### src/rtl/eic_pkg.sv
package eic_pkg;

    localparam int REG_W  = 32;
    localparam int ADDR_W = 5;

    typedef enum logic [ADDR_W-1:0] {
        OFF_EN   = 5'h00,
        OFF_DIS  = 5'h04,
        OFF_MSK  = 5'h08,
        OFF_PND  = 5'h0C,
        OFF_CLR  = 5'h10,
        OFF_MODE = 5'h14,
        OFF_EDGE = 5'h18,
        OFF_LVL  = 5'h1C
    } reg_off_e;

    typedef struct packed {
        logic lvl_mode;   // 1: level-sensitive, 0: edge-sensitive
        logic rise;       // edge mode: 1 rising, 0 falling
        logic act_high;   // level mode: 1 active-high, 0 active-low
    } line_cfg_t;

    function automatic logic edge_seen(input logic rise, input logic cur, input logic prev);
        return rise ? (cur & ~prev) : (~cur & prev);
    endfunction

endpackage

### src/rtl/eic_sync.sv
module eic_sync #(
    parameter int WIDTH  = 8,
    parameter int STAGES = 2
) (
    input  logic             clk,
    input  logic             rst,
    input  logic [WIDTH-1:0] async_i,
    output logic [WIDTH-1:0] sync_o
);
    logic [STAGES-1:0][WIDTH-1:0] chain_q;

    always_ff @(posedge clk) begin
        if (rst) begin
            chain_q <= '1;
        end else begin
            chain_q[0] <= async_i;
            for (int s = 1; s < STAGES; s++) begin
                chain_q[s] <= chain_q[s-1];
            end
        end
    end

    assign sync_o = chain_q[STAGES-1];
endmodule

### src/rtl/eic_line.sv
module eic_line
    import eic_pkg::*;
(
    input  logic      clk,
    input  logic      rst,
    input  logic      pin_s,
    input  line_cfg_t cfg,
    input  logic      clr,
    output logic      pend_o
);
    logic prev_q;
    logic latch_q;
    logic hit;

    assign hit = !cfg.lvl_mode && edge_seen(cfg.rise, pin_s, prev_q);

    always_ff @(posedge clk) begin
        if (rst) begin
            prev_q  <= 1'b1;
            latch_q <= 1'b0;
        end else begin
            prev_q <= pin_s;
            if (cfg.lvl_mode) begin
                latch_q <= 1'b0;
            end else begin
                latch_q <= hit | (latch_q & ~clr);
            end
        end
    end

    assign pend_o = cfg.lvl_mode ? (pin_s == cfg.act_high) : latch_q;

    // a latched edge survives until cleared
    assert_edge_hold_R6: assert property (@(posedge clk) disable iff (rst)
        (!cfg.lvl_mode && latch_q && !clr) |=> latch_q);

    // a new edge beats a simultaneous clear
    assert_edge_wins_R7: assert property (@(posedge clk) disable iff (rst)
        (hit && clr) |=> latch_q);
endmodule

### src/rtl/eic_regs.sv
module eic_regs
    import eic_pkg::*;
#(
    parameter int NUM_LINES = 8
) (
    input  logic                  clk,
    input  logic                  rst,
    input  logic                  we,
    input  logic [ADDR_W-1:0]     addr,
    input  logic [REG_W-1:0]      wdata,
    input  logic [NUM_LINES-1:0]  pend_i,
    output logic [REG_W-1:0]      rdata,
    output logic [NUM_LINES-1:0]  en_o,
    output line_cfg_t             cfg_o [NUM_LINES],
    output logic [NUM_LINES-1:0]  clr_o
);
    logic [NUM_LINES-1:0] en_q, mode_q, edge_q, lvl_q;
    logic [NUM_LINES-1:0] wbits;

    assign wbits = wdata[NUM_LINES-1:0];

    always_ff @(posedge clk) begin
        if (rst) begin
            en_q   <= '0;
            mode_q <= '0;
            edge_q <= '0;
            lvl_q  <= '0;
        end else if (we) begin
            case (addr)
                OFF_EN:   en_q   <= en_q | wbits;
                OFF_DIS:  en_q   <= en_q & ~wbits;
                OFF_MODE: mode_q <= wbits;
                OFF_EDGE: edge_q <= wbits;
                OFF_LVL:  lvl_q  <= wbits;
                default:  ;
            endcase
        end
    end

    assign clr_o = (we && addr == OFF_CLR) ? wbits : '0;
    assign en_o  = en_q;

    for (genvar i = 0; i < NUM_LINES; i++) begin : g_cfg
        assign cfg_o[i] = '{lvl_mode: mode_q[i], rise: edge_q[i], act_high: lvl_q[i]};
    end

    always_comb begin
        case (addr)
            OFF_MSK:  rdata = REG_W'(en_q);
            OFF_PND:  rdata = REG_W'(pend_i);
            OFF_MODE: rdata = REG_W'(mode_q);
            OFF_EDGE: rdata = REG_W'(edge_q);
            OFF_LVL:  rdata = REG_W'(lvl_q);
            default:  rdata = '0;
        endcase
    end

    // enable strobe sets, disable strobe clears
    assert_enable_set_R3: assert property (@(posedge clk) disable iff (rst)
        (we && addr == OFF_EN && wdata[0]) |=> en_o[0]);
    assert_disable_clr_R3: assert property (@(posedge clk) disable iff (rst)
        (we && addr == OFF_DIS && wdata[0]) |=> !en_o[0]);
endmodule

### src/rtl/ext_irq_conv.sv
module ext_irq_conv
    import eic_pkg::*;
#(
    parameter int NUM_LINES = 8
) (
    input  logic                 clk,
    input  logic                 rst,
    input  logic [NUM_LINES-1:0] pins_i,
    input  logic                 bus_we,
    input  logic [4:0]           bus_addr,
    input  logic [31:0]          bus_wdata,
    output logic [31:0]          bus_rdata,
    output logic [NUM_LINES-1:0] irq_o
);
    logic [NUM_LINES-1:0] pins_s, pend, en, clr;
    line_cfg_t            cfg [NUM_LINES];

    eic_sync #(.WIDTH(NUM_LINES), .STAGES(2)) u_sync (
        .clk(clk), .rst(rst), .async_i(pins_i), .sync_o(pins_s)
    );

    eic_regs #(.NUM_LINES(NUM_LINES)) u_regs (
        .clk(clk), .rst(rst), .we(bus_we), .addr(bus_addr), .wdata(bus_wdata),
        .pend_i(pend), .rdata(bus_rdata), .en_o(en), .cfg_o(cfg), .clr_o(clr)
    );

    for (genvar i = 0; i < NUM_LINES; i++) begin : g_line
        eic_line u_line (
            .clk(clk), .rst(rst), .pin_s(pins_s[i]), .cfg(cfg[i]),
            .clr(clr[i]), .pend_o(pend[i])
        );
    end

    assign irq_o = pend & en;

    // a line masked and not being enabled cannot request next cycle
    assert_masked_quiet_R4: assert property (@(posedge clk) disable iff (rst)
        (!en[0] && !(bus_we && bus_addr == OFF_EN && bus_wdata[0])) |=> !irq_o[0]);
endmodule

### config.mk
export PLATFORM = sky130hd
export DESIGN_NAME = ext_irq_conv
export DESIGN_NICKNAME = d
export VERILOG_FILES = /design/src/rtl/eic_pkg.sv /design/src/rtl/eic_sync.sv /design/src/rtl/eic_line.sv /design/src/rtl/eic_regs.sv /design/src/rtl/ext_irq_conv.sv
export SDC_FILE = /design/constraint.sdc
export NUM_CORES = 1
export LEC_CHECK = 0
export ABC_AREA = 1
export CAP_MARGIN = 40
export CORE_ASPECT_RATIO = 1.25
export CORE_MARGIN = 4
export CORE_UTILIZATION = 38
export CTS_CLUSTER_DIAMETER = 200
export DETAILED_ROUTE_END_ITERATION = 8
export DONT_BUFFER_PORTS = 1
export GPL_TIMING_DRIVEN = 0
export PLACE_DENSITY_LB_ADDON = 0.12
export SLEW_MARGIN = 40
export SYNTH_ARGS = -nofsm -noshare
export SYNTH_HDL_FRONTEND = slang
export SYNTH_SLANG_ARGS = --single-unit
export TNS_END_PERCENT = 20
### constraint.sdc
create_clock -name clk -period 1.1 [get_ports clk]
set_clock_uncertainty 0.2 [all_clocks]
set_input_delay 0.055 -clock clk [delete_from_list [all_inputs] [get_ports clk]]
set_output_delay 0.055 -clock clk [all_outputs]
set_load 0.05 [all_outputs]
; Word level (Yosys, flattened, before mapping)
; Index checks and enable logic that the tools add are counted.
[op_classes]
eq_ne = 15
mux = 19
n_bitwise = 60
n_reduce_logical = 31
[ops]
columns = cell, count
row1 = case mux 8 bit (5 select lines), 1
row2 = bitwise AND 1 bit, 24
row3 = NOT 1 bit, 24
row4 = "equality test 5 bit, second input constant", 4
row5 = bitwise AND 8 bit, 2
row6 = 2-to-1 mux 1 bit, 16
row7 = case mux 8 bit (2 select lines), 1
row8 = OR reduction 2 bit, 8
row9 = "equality test 5 x 4 -> 1 bit, second input constant", 2
row10 = logical AND 1 bit, 9
row11 = equality test 1 bit, 8
row12 = logical NOT 1 bit, 8
row13 = 2-to-1 mux 8 bit, 1
row14 = NOT 8 bit, 1
row15 = bitwise OR 1 bit, 8
row16 = bitwise OR 8 bit, 1
row17 = AND reduction 2 bit, 4
row18 = "equality test 5 x 3 -> 1 bit, second input constant", 1
row19 = logical NOT 5 bit, 1
row20 = nonzero test 2 bit, 1
[totals]
ff_bits = 64
in_bits = 48
out_inout_bits = 40
wordCells = 147

; Longest topological paths before layout
; Gate-level depths: netlist (run 1).
[logic_depth]
depth_word = 6
ltp_mapped = 7
depth_no_buf = 6

; Modules after synthesis
; A second synthesis (run 1) with hierarchy kept.
[unflattened]
hier_cells = 566
area_unflattened_um2 = 3612.2
[modules_own_cells]
columns = module, instances, cells_each, area_each_um2, seq_area_each_um2
row1 = eic_regs, 1, 348, 2135.8, 640.6
row2 = eic_line, 8, 18, 112.6, 40.0
row3 = eic_sync, 1, 58, 515.5, 320.3
row4 = ext_irq_conv, 1, 16, 60.1, 0.0

; Least setup slack after synthesis (run 1)
; Ideal clock, no wire load.
[synth_timing]
kind = register to output
start = reg u_regs.lvl_q[0]
end = out irq_o[0]
arrival_time_ps = 1245
required_time_ps = 845
setup_slack_ps = -400
stages_incl_launch_ff = 5
path_buffers = 0
cell_sequence = dfxtp_1 xor2_1 nand2_1 o21ai_0 nor2_1
[synth_via]
elab_chain_cells = 3
[synth_rtl]
columns = element, line_no
row1 = "start, declared", eic_regs.sv:17  ; logic [NUM_LINES-1:0] en_q, mode_q, edge_q, lvl_q;
row2 = "start signal, assigned", eic_regs.sv:34  ; OFF_LVL: lvl_q <= wbits;
row3 = equality test 1 bit, eic_line.sv:31  ; assign pend_o = cfg.lvl_mode ? (pin_s == cfg.act_high) : latch_q;
row4 = 2-to-1 mux 1 bit, eic_line.sv:31
row5 = bitwise AND 8 bit, ext_irq_conv.sv:34  ; assign irq_o = pend & en;
row6 = "end, declared", ext_irq_conv.sv:13  ; output logic [NUM_LINES-1:0] irq_o
; No other way between the ends.

; Worst setup path in the final report (run 1)
[layout_timing]
start = reg u_sync.chain_q (netlist bit u_sync.sync_o[1])
end = out irq_o[1]
[layout_via]
elab_chain_cells = 3
[layout_rtl]
columns = element, line_no
row1 = "start, declared", eic_sync.sv:10  ; logic [STAGES-1:0][WIDTH-1:0] chain_q;
row2 = "start signal, assigned by index", eic_sync.sv:18  ; chain_q[s] <= chain_q[s-1];
row3 = equality test 1 bit, eic_line.sv:31
row4 = 2-to-1 mux 1 bit, eic_line.sv:31
row5 = bitwise AND 8 bit, ext_irq_conv.sv:34
; No other way between the ends.

==> flow_summary.ini, run 1 <==
[finish]
nets = 574
drive_gt1_share_pct = 23.54
final_cells = 628
diodes = 0
final_core_util_pct = 49.38
ff_latch_area_mm2 = 0.001306
area_growth_pct = 25.49
fillCellCount = 845
multiInputGateArea_mm2 = 0.001789

[timing]
slew_viol_final = 0
hold_viol_final = 46
period_minus_slack_ns = 1.576
max_freq_ghz = 0.6344
tightest_slew_ns = 0.6027
slew_headroom_pct = 59.67
tns_ns = -24.00
setup_viol = 64
fin_crit_sh_pct = 143.3
fin_ws_ns = -0.4763
rsz0062_at_grt = yes
finalHoldWorstSlack_ns = -0.1700

[yosys]
yosys_warnings = 0
yosysTopAreaCell = dfxtp_1
ys_seq_area_share_pct = 39.07
ys_top_cells_by_area = dfxtp_1, nand2_1, nor2_1
syn_area_mm2 = 0.003279
synth_top_area_share_pct = 39.07
synthDistinctLibCells = 25
postSynthCellCount = 472
synth_seq_cells = 64
avgSynthCellArea_um2 = 6.948

[critical_path]
critPathCaptureType = output pin
critical_path_arrival_ns = 1.32
cp_data_required_time_ns = 0.84
cp_max_fo = 3
cp-start-kind = flop
critPathKind = flop to output pin

[placed_design]
dpl.cell_count = 592
io_buffers = 0
dp_hpwl_mm = 6.548
place_congestion = 0.8135

[die]
dieArea_mm2 = 0.01019
die_h_um = 111.9
initial_core_util_pct = 39.35
num_io_pins = 88
coreArea_mm2 = 0.008333
die_x_um = 91.09
rows = 37

[routing]
post-route-drc-count = 0
vias_per_cell = 4.994
dr_total_vias = 3136
drt_iter0_drc = 245
avgRoutedWirePerCell_um = 15.15
ant_nets = 0
drtPass1Iterations = 5
wl_mm = 9.512

[pwr]
clkPwrFrac_pct = 46.7
p_int_mw = 4.347
power_mw = 5.878
vdd_drop_max_uv = 882.4
power_frac_comb_pct = 12.0
power.switching_mw = 1.531
p_leak_nw = 1.941
seqPwrFrac_pct = 41.4
switching_share_pct = 26.04
pwr_density_cell_mw_per_mm2 = 1428

[cts]
clk_latency_ns = 0.36
clock-sinks = 64
root_buffer = clkbuf_8
cts_buffers = 9
clock_path_buffers = 2
clk_pin_slew_worst_paths_ns = 0.07
cts_tree = built
cts-htree-levels = 3

[grt]
antenna_found_initial = 0
grt_max_degree = 13
grt-ovfl-total = 0
grt_pass1_vias = 2788
grt_pass1_wl_mm = 14.82
gr-usage-all-layers_pct = 18.99

[job]
maxCapViolations = 0

[outcome]
outcome = complete, but fails checks
violations = hold timing, setup timing

[worst_hold_path]
min_path_type = input pin to flop
-- cells in the mapped netlist --
| master | number |
|---|---|
| nand2_1 | 116 |
| nor2_1 | 88 |
| dfxtp_1 | 64 |
| nand4_1 | 41 |
| inv_1 | 35 |
| buf_4 | 24 |
| a21oi_1 | 16 |
| o21ai_0 | 16 |
| or2_2 | 16 |
| buf_2 | 9 |
| a22oi_1 | 8 |
| xor2_1 | 8 |
| o211ai_1 | 7 |
| clkbuf_1 | 6 |
| nor2_4 | 5 |
| buf_6 | 2 |
| clkinv_1 | 2 |
| nand3_1 | 2 |
| and2_1 | 1 |
| buf_1 | 1 |
| conb_1 | 1 |
| inv_2 | 1 |
| nand4_2 | 1 |
| nand4_4 | 1 |
| nor2_2 | 1 |
-- area by class of cell --
class | count | share of cell area [%]
Tap cell | 97 | 2.949
Sequential cell | 64 | 31.74
Timing Repair Buffer | 20 | 4.925
Clock buffer | 9 | 3.010
Buffer | 42 | 6.963
Multi-Input combinational cell | 351 | 43.48
Clock inverter | 7 | 3.466
Inverter | 38 | 3.466
-- worst max-delay path: stages (launching register included) --
cell and delay, ns:
dfxtp_2 0.35, xor2_2 0.17, nand2_1 0.09, o21ai_2 0.08, nor2_4 0.28
-- placed cells by master, fill, tap and decap left out, types with 2 or more instances in the layout --
cell type | Yosys | layout
nand2_1 | 116 | 107
nor2_1 | 88 | 81
dfxtp_1 | 64 | 46
nand4_1 | 41 | 41
inv_1 | 35 | 35
buf_4 | 24 | 26
conb_1 | 1 | 24
dfxtp_2 | 0 | 17
a21oi_1 | 16 | 16
or2_2 | 16 | 16
dlygate4sd3_1 | 0 | 15
nor2_4 | 5 | 13
buf_2 | 9 | 9
clkbuf_8 | 0 | 9
nand2_2 | 0 | 8
a22oi_1 | 8 | 8
o21ai_0 | 16 | 8
xor2_1 | 8 | 7
o211ai_1 | 7 | 7
o21ai_2 | 0 | 7
bufinv_16 | 0 | 4
clkbuf_4 | 0 | 3
clkbuf_1 | 6 | 3
dlymetal6s4s_1 | 0 | 3
clkinv_1 | 2 | 2
nand3_1 | 2 | 2
buf_6 | 2 | 2
-- layer usage --
layer	GRT usage, %	vias to the layer above	wire length, µm
li1	-	1593	-
met1	24.79	1416	4135
met2	29.52	114	4498
met3	5.878	13	701
met4	6.841	0	177
met5	0	-	0
-- stage by stage --
stage | hold slack, ns | setup WS (ns) | instance area (µm²)
floorplan | -0.04119 | -0.05819 | 3491
CTS | -0.4232 | -0.5015 | 4076
global route | -0.1624 | -0.5786 | 4115
finish | -0.1700 | -0.4763 | 4115
global placement | -0.04037 | -0.3753 | 3612
detailed placement | -0.03915 | -0.3911 | 3612
-- path summary, 6_finish.rpt --
path	to	from	cells past startpoint	slack (ns)
setup / recovery	irq_o[1]	u_sync.sync_o[1]	4	-0.48
hold / removal	u_regs.mode_q[1]	bus_we	4	-0.17
setup reg to reg	g_line[5].u_line.latch_q	u_sync.sync_o[5]	5	-0.02
hold reg to reg	u_sync.sync_o[7]	u_sync.chain_q[7]	1	0.21
-- cells by family after synthesis --
family	synth area share [%]
buffers and inverters	12.70
AO/OA/AOI/OAI	8.318
flip-flops	39.07
AND/OR/NAND/NOR	37.66
other	0.1144
XOR/XNOR	2.137
-- power by group through the flow --
| stage | Sequential (mW) | Combinational, mW | Clock, mW |
|---|---|---|---|
| after floorplan | 2.47 | 0.521 | 0 |
| after global placement | 2.48 | 0.611 | 0 |
| after detailed placement | 2.48 | 0.613 | 0 |
| after CTS | 2.43 | 0.688 | 2.80 |
| after global routing | 2.44 | 0.757 | 2.89 |
| final | 2.43 | 0.704 | 2.74 |
-- what timing repair did --
item                       4_1_cts  5_1_grt
hold endpoints to repair        52       42
gates resized for setup         13        9
setup endpoints to repair       17       30
pin swaps                       15       11
buffers inserted                 1        1
hold buffers                    17        1
Power figures use the tool's default switching activity.
==> run 2, diff against run 1 <==
CORE_ASPECT_RATIO = not set   (was 1.25)
==> flow_summary.ini, run 2 (synthesis results as in run 1) <==
[outcome]
outcome = complete, but fails checks
violations = hold timing, setup timing

[timing]
max_freq_ghz = 0.6328
period_minus_slack_ns = 1.580
fin_crit_sh_pct = 143.7
setup_viol = 18
tightest_slew_ns = 0.6313
slew_headroom_pct = 57.76
hold_viol_final = 52
slew_viol_final = 0
rsz0062_at_grt = yes
finalHoldWorstSlack_ns = -0.3916
fin_ws_ns = -0.4802

[critical_path]
critical_path_arrival_ns = 1.33
ff2ff_setup_slack_ns = -0.06
cp_max_fo = 2
critPathCaptureType = output pin
cp_data_required_time_ns = 0.84
cp-start-kind = flop
critPathKind = flop to output pin

[cts]
clk_pin_slew_worst_paths_ns = 0.08
cts_tree = built
clk_latency_ns = 0.35
clock_path_buffers = 2
root_buffer = clkbuf_8
cts_buffers = 9
postCtsHoldBufs = 17
clock-sinks = 64
cts-htree-levels = 3

[placed_design]
dpl.cell_count = 600
dp_hpwl_mm = 6.480
place_congestion = 0.8041
io_buffers = 0

[die]
die_h_um = 100.9
coreArea_mm2 = 0.008299
dieArea_mm2 = 0.01018
num_io_pins = 88
rows = 33
die_x_um = 100.9
initial_core_util_pct = 39.51

[job]
maxCapViolations = 0

[routing]
avgRoutedWirePerCell_um = 15.16
drtPass1Iterations = 5
ant_nets = 0
drt_iter0_drc = 244
dr_total_vias = 3175
vias_per_cell = 5.000
wl_mm = 9.624
post-route-drc-count = 0

[grt]
grt_pass1_vias = 2836
grt_max_degree = 11
grt-ovfl-total = 0
gr-usage-all-layers_pct = 19.54
grt_pass1_wl_mm = 15.01
antenna_found_initial = 0

[finish]
fillCellCount = 831
drive_gt1_share_pct = 24.72
diodes = 0
layout_commonest_cell = nand2_1
area_growth_pct = 25.91
nets = 574
final_cells = 635
mostFrequentLayoutCells = nand2_1, nor2_1, dfxtp_1

[pwr]
p_leak_nw = 1.950
vdd_drop_max_uv = 701.5
power_mw = 5.452
pwr_density_cell_mw_per_mm2 = 1320

[worst_hold_path]
min_path_type = input pin to flop
==> run 2: final timing paths <==
check | start | endpoint | cells after the start
max | u_regs.lvl_q[1] | irq_o[1] | 4
min | rst | u_sync.chain_q[7] | 1
max reg2reg | u_sync.sync_o[1] | g_line[1].u_line.latch_q | 5
min reg2reg | u_sync.chain_q[0] | u_sync.sync_o[0] | 1
==> run 2: where the power goes <==
part           switching [mW]  total (mW)  internal, mW
Sequential             0.0494        2.43          2.38
Clock                   0.930        2.32          1.39
Combinational           0.481       0.703         0.222
Total                    1.46        5.45          3.99
==> run 2: worst max-delay path: stages (launching register included) <==
cell and delay, ns:
dfxtp_2 0.34, xor2_2 0.18, nand2_2 0.09, o21ai_4 0.07, nor2_4 0.29
==> run 2: final cells by class <==
class	count	area, µm²	area share (%)
repair buffers	20	205.2	4.970
multi-input cells	351	1832	44.36
clock buffers	12	155.1	3.758
plain buffers	42	286.5	6.939
flip-flops and latches	64	1311	31.76
well taps	105	131.4	3.182
clock inverters	3	65.06	1.576
inverters	38	142.6	3.455
==> run 2: metrics by stage <==
step,area [µm²],setup TNS (ns),util (%),hold WS [ns],setup WS (ns)
final,4129,-7.082,49.75,-0.3916,-0.4802
after floorplan,3491,-0.8436,-,-0.04119,-0.05819
after detailed placement,3622,-14.68,43.65,-0.03866,-0.3682
after global routing,4129,-8.169,49.75,-0.4066,-0.5348
after global placement,3622,-13.57,43.65,-0.04065,-0.3495
after CTS,4030,-7.534,48.56,-0.4125,-0.5085
==> run 2: layer usage <==
layer | global-route usage [%] | part of all wire, % | vias up
met1 | 25.52 | 44 | 1425
met2 | 31.34 | 46 | 139
met4 | 6.339 | 1.7 | 0
met5 | 0 | 0 | -
met3 | 5.190 | 8.3 | 21
li1 | - | - | 1590
==> run 2: timing repair <==
item | 4_1_cts | 5_1_grt
endpoints found under the hold margin | 52 | 39
setup buffers | 1 | 2
resized for setup | 9 | 28
setup endpoints to repair | 16 | 41
pin swaps | 13 | 10
gates cloned | 0 | 0
==> run 3, diff against run 2 <==
CTS_BUF_LIST = sky130_fd_sc_hd__clkbuf_16   (was not set)
==> flow_summary.ini, run 3 (synthesis results as in run 1) <==
[placed_design]
dpl.cell_count = 600
placed_area_mm2 = 0.003622
io_buffers = 0
dp_hpwl_mm = 6.480
dp_slack_ns = -0.3682
place_congestion = 0.8041

[routing]
avgRoutedWirePerCell_um = 15.24
drtPass1Iterations = 4
post-route-drc-count = 0
vias_per_cell = 4.965
dr_total_vias = 3153
wl_mm = 9.678
ant_nets = 0
drt_iter0_drc = 176

[timing]
fin_ws_ns = -0.4529
max_freq_ghz = 0.6440
fin_crit_sh_pct = 141.2
slew_headroom_pct = 55.68
finalHoldWorstSlack_ns = -0.3749
rsz0062_at_grt = yes
tns_ns = -6.713
hold_viol_final = 42
slew_viol_final = 0
setup_viol = 18
period_minus_slack_ns = 1.553
tightest_slew_ns = 0.6623

[die]
initial_core_util_pct = 39.51
coreArea_mm2 = 0.008299
rows = 33
num_io_pins = 88
dieArea_mm2 = 0.01018
die_x_um = 100.9
die_h_um = 100.9

[critical_path]
critPathCaptureType = output pin
rr_worst_depth = 5
ff2ff_setup_slack_ns = -0.05
critPathKind = flop to output pin
path_cells = xor2_2, nand2_2, o21ai_4, nor2_4
max_stage_delay_ns = 0.34
crit_slowest_cell = dfxtp_2
cp_max_fo = 2
critical_path_arrival_ns = 1.30
cp_data_required_time_ns = 0.84
cp-start-kind = flop
r2r_end = g_line[1].u_line.latch_q
rr_startpoint = u_sync.sync_o[1]
crit_start = u_regs.lvl_q[1]

[finish]
design_area_mm2 = 0.004210
diodes = 0
final_core_util_pct = 50.73
fillCellCount = 819
layout_commonest_cell = nand2_1
multiInputGateArea_mm2 = 0.001827
ff_latch_area_mm2 = 0.001311
nets = 574
mostFrequentLayoutCells = nand2_1, nor2_1, dfxtp_1
drive_gt1_share_pct = 24.15
final_cells = 635
area_growth_pct = 28.39

[cts]
postCtsHoldBufs = 17
cts_buffers = 9
clk_latency_ns = 0.33
cts_tree = built
clk_pin_slew_worst_paths_ns = 0.05
cts-htree-levels = 3
clock_path_buffers = 2
clock-sinks = 64
root_buffer = clkbuf_16

[grt]
grt_util_met2_pct = 31.29
grt_pass1_wl_mm = 15.00
gr-max-usage-layer = met2
grt_max_degree = 11
grt-ovfl-total = 0
antenna_found_initial = 0
grt_pass1_vias = 2875
gr-usage-all-layers_pct = 19.49
globalRouteMet1Util_pct = 25.51
use_met3_pct = 4.291

[outcome]
outcome = complete, but fails checks
violations = hold timing, setup timing

[pwr]
vdd_drop_max_uv = 809.8
p_leak_nw = 2.007
pwr_density_cell_mw_per_mm2 = 1452
power_mw = 6.111

[job]
maxCapViolations = 0

[worst_hold_path]
holdCritStartpoint = rst
hold_end = u_sync.sync_o[7]
min_path_type = input pin to flop
hold-path-cell-count = 1
[run 3: cell types whose count changed in the layout (fill, tap and decap cells not counted), sizes merged]
cell          before  now
dlygate4sd3       12   10
clkinv             3    5
clkbuf            19   16
inv               36   37
dlymetal6s4s       5    7
[run 3: cell type report]
cell class              instances  area share, %
plain buffers                  42          6.805
clock buffers                   9          5.349
clock inverters                 6          1.813
inverters                      38          3.388
multi-input cells             351          43.39
flip-flops and latches         64          31.14
well taps                     105          3.120
repair buffers                 20          4.993
[run 3: routing by layer]
| layer | vias up | share of wire, % | routed length, µm |
|---|---|---|---|
| met1 | 1422 | 45 | 4397 |
| met5 | - | 0 | 0 |
| met2 | 123 | 46 | 4419 |
| met4 | 0 | 1.1 | 106 |
| li1 | 1596 | - | - |
| met3 | 12 | 7.8 | 754 |
[run 3: worst max-delay path, delay by kind of cell, from the launching register on]
kind | cells | cell delay, ns
AO/OA/AOI/OAI | 1 | 0.07
XOR/XNOR | 1 | 0.18
flip-flops | 1 | 0.34
AND/OR/NAND/NOR | 2 | 0.38
[run 3: report_power, final]
| group | total, mW | internal (mW) | switching (mW) |
|---|---|---|---|
| logic | 0.705 | 0.223 | 0.482 |
| clock network | 2.97 | 1.94 | 1.03 |
| registers | 2.44 | 2.39 | 0.0502 |
| total | 6.11 | 4.55 | 1.56 |
[run 3: worst max-delay path by stage]
stage	endpoint	slack, ns	depth (start not counted)
5_1_grt	irq_o[0]	-0.50	4
3_5_place_dp	g_line[4].u_line.latch_q	-0.37	6
2_1_floorplan	bus_rdata[0]	-0.06	6
6_report	irq_o[1]	-0.45	4
3_3_place_gp	g_line[4].u_line.latch_q	-0.35	6
4_1_cts	bus_rdata[1]	-0.47	4
[run 3: repair_timing]
item | 4_1_cts | 5_1_grt
endpoints found under the setup margin | 20 | 44
gates resized for setup | 12 | 27
pin swaps | 15 | 13
endpoints found under the hold margin | 52 | 29
buffers inserted | 1 | 2
gates cloned | 0 | 0
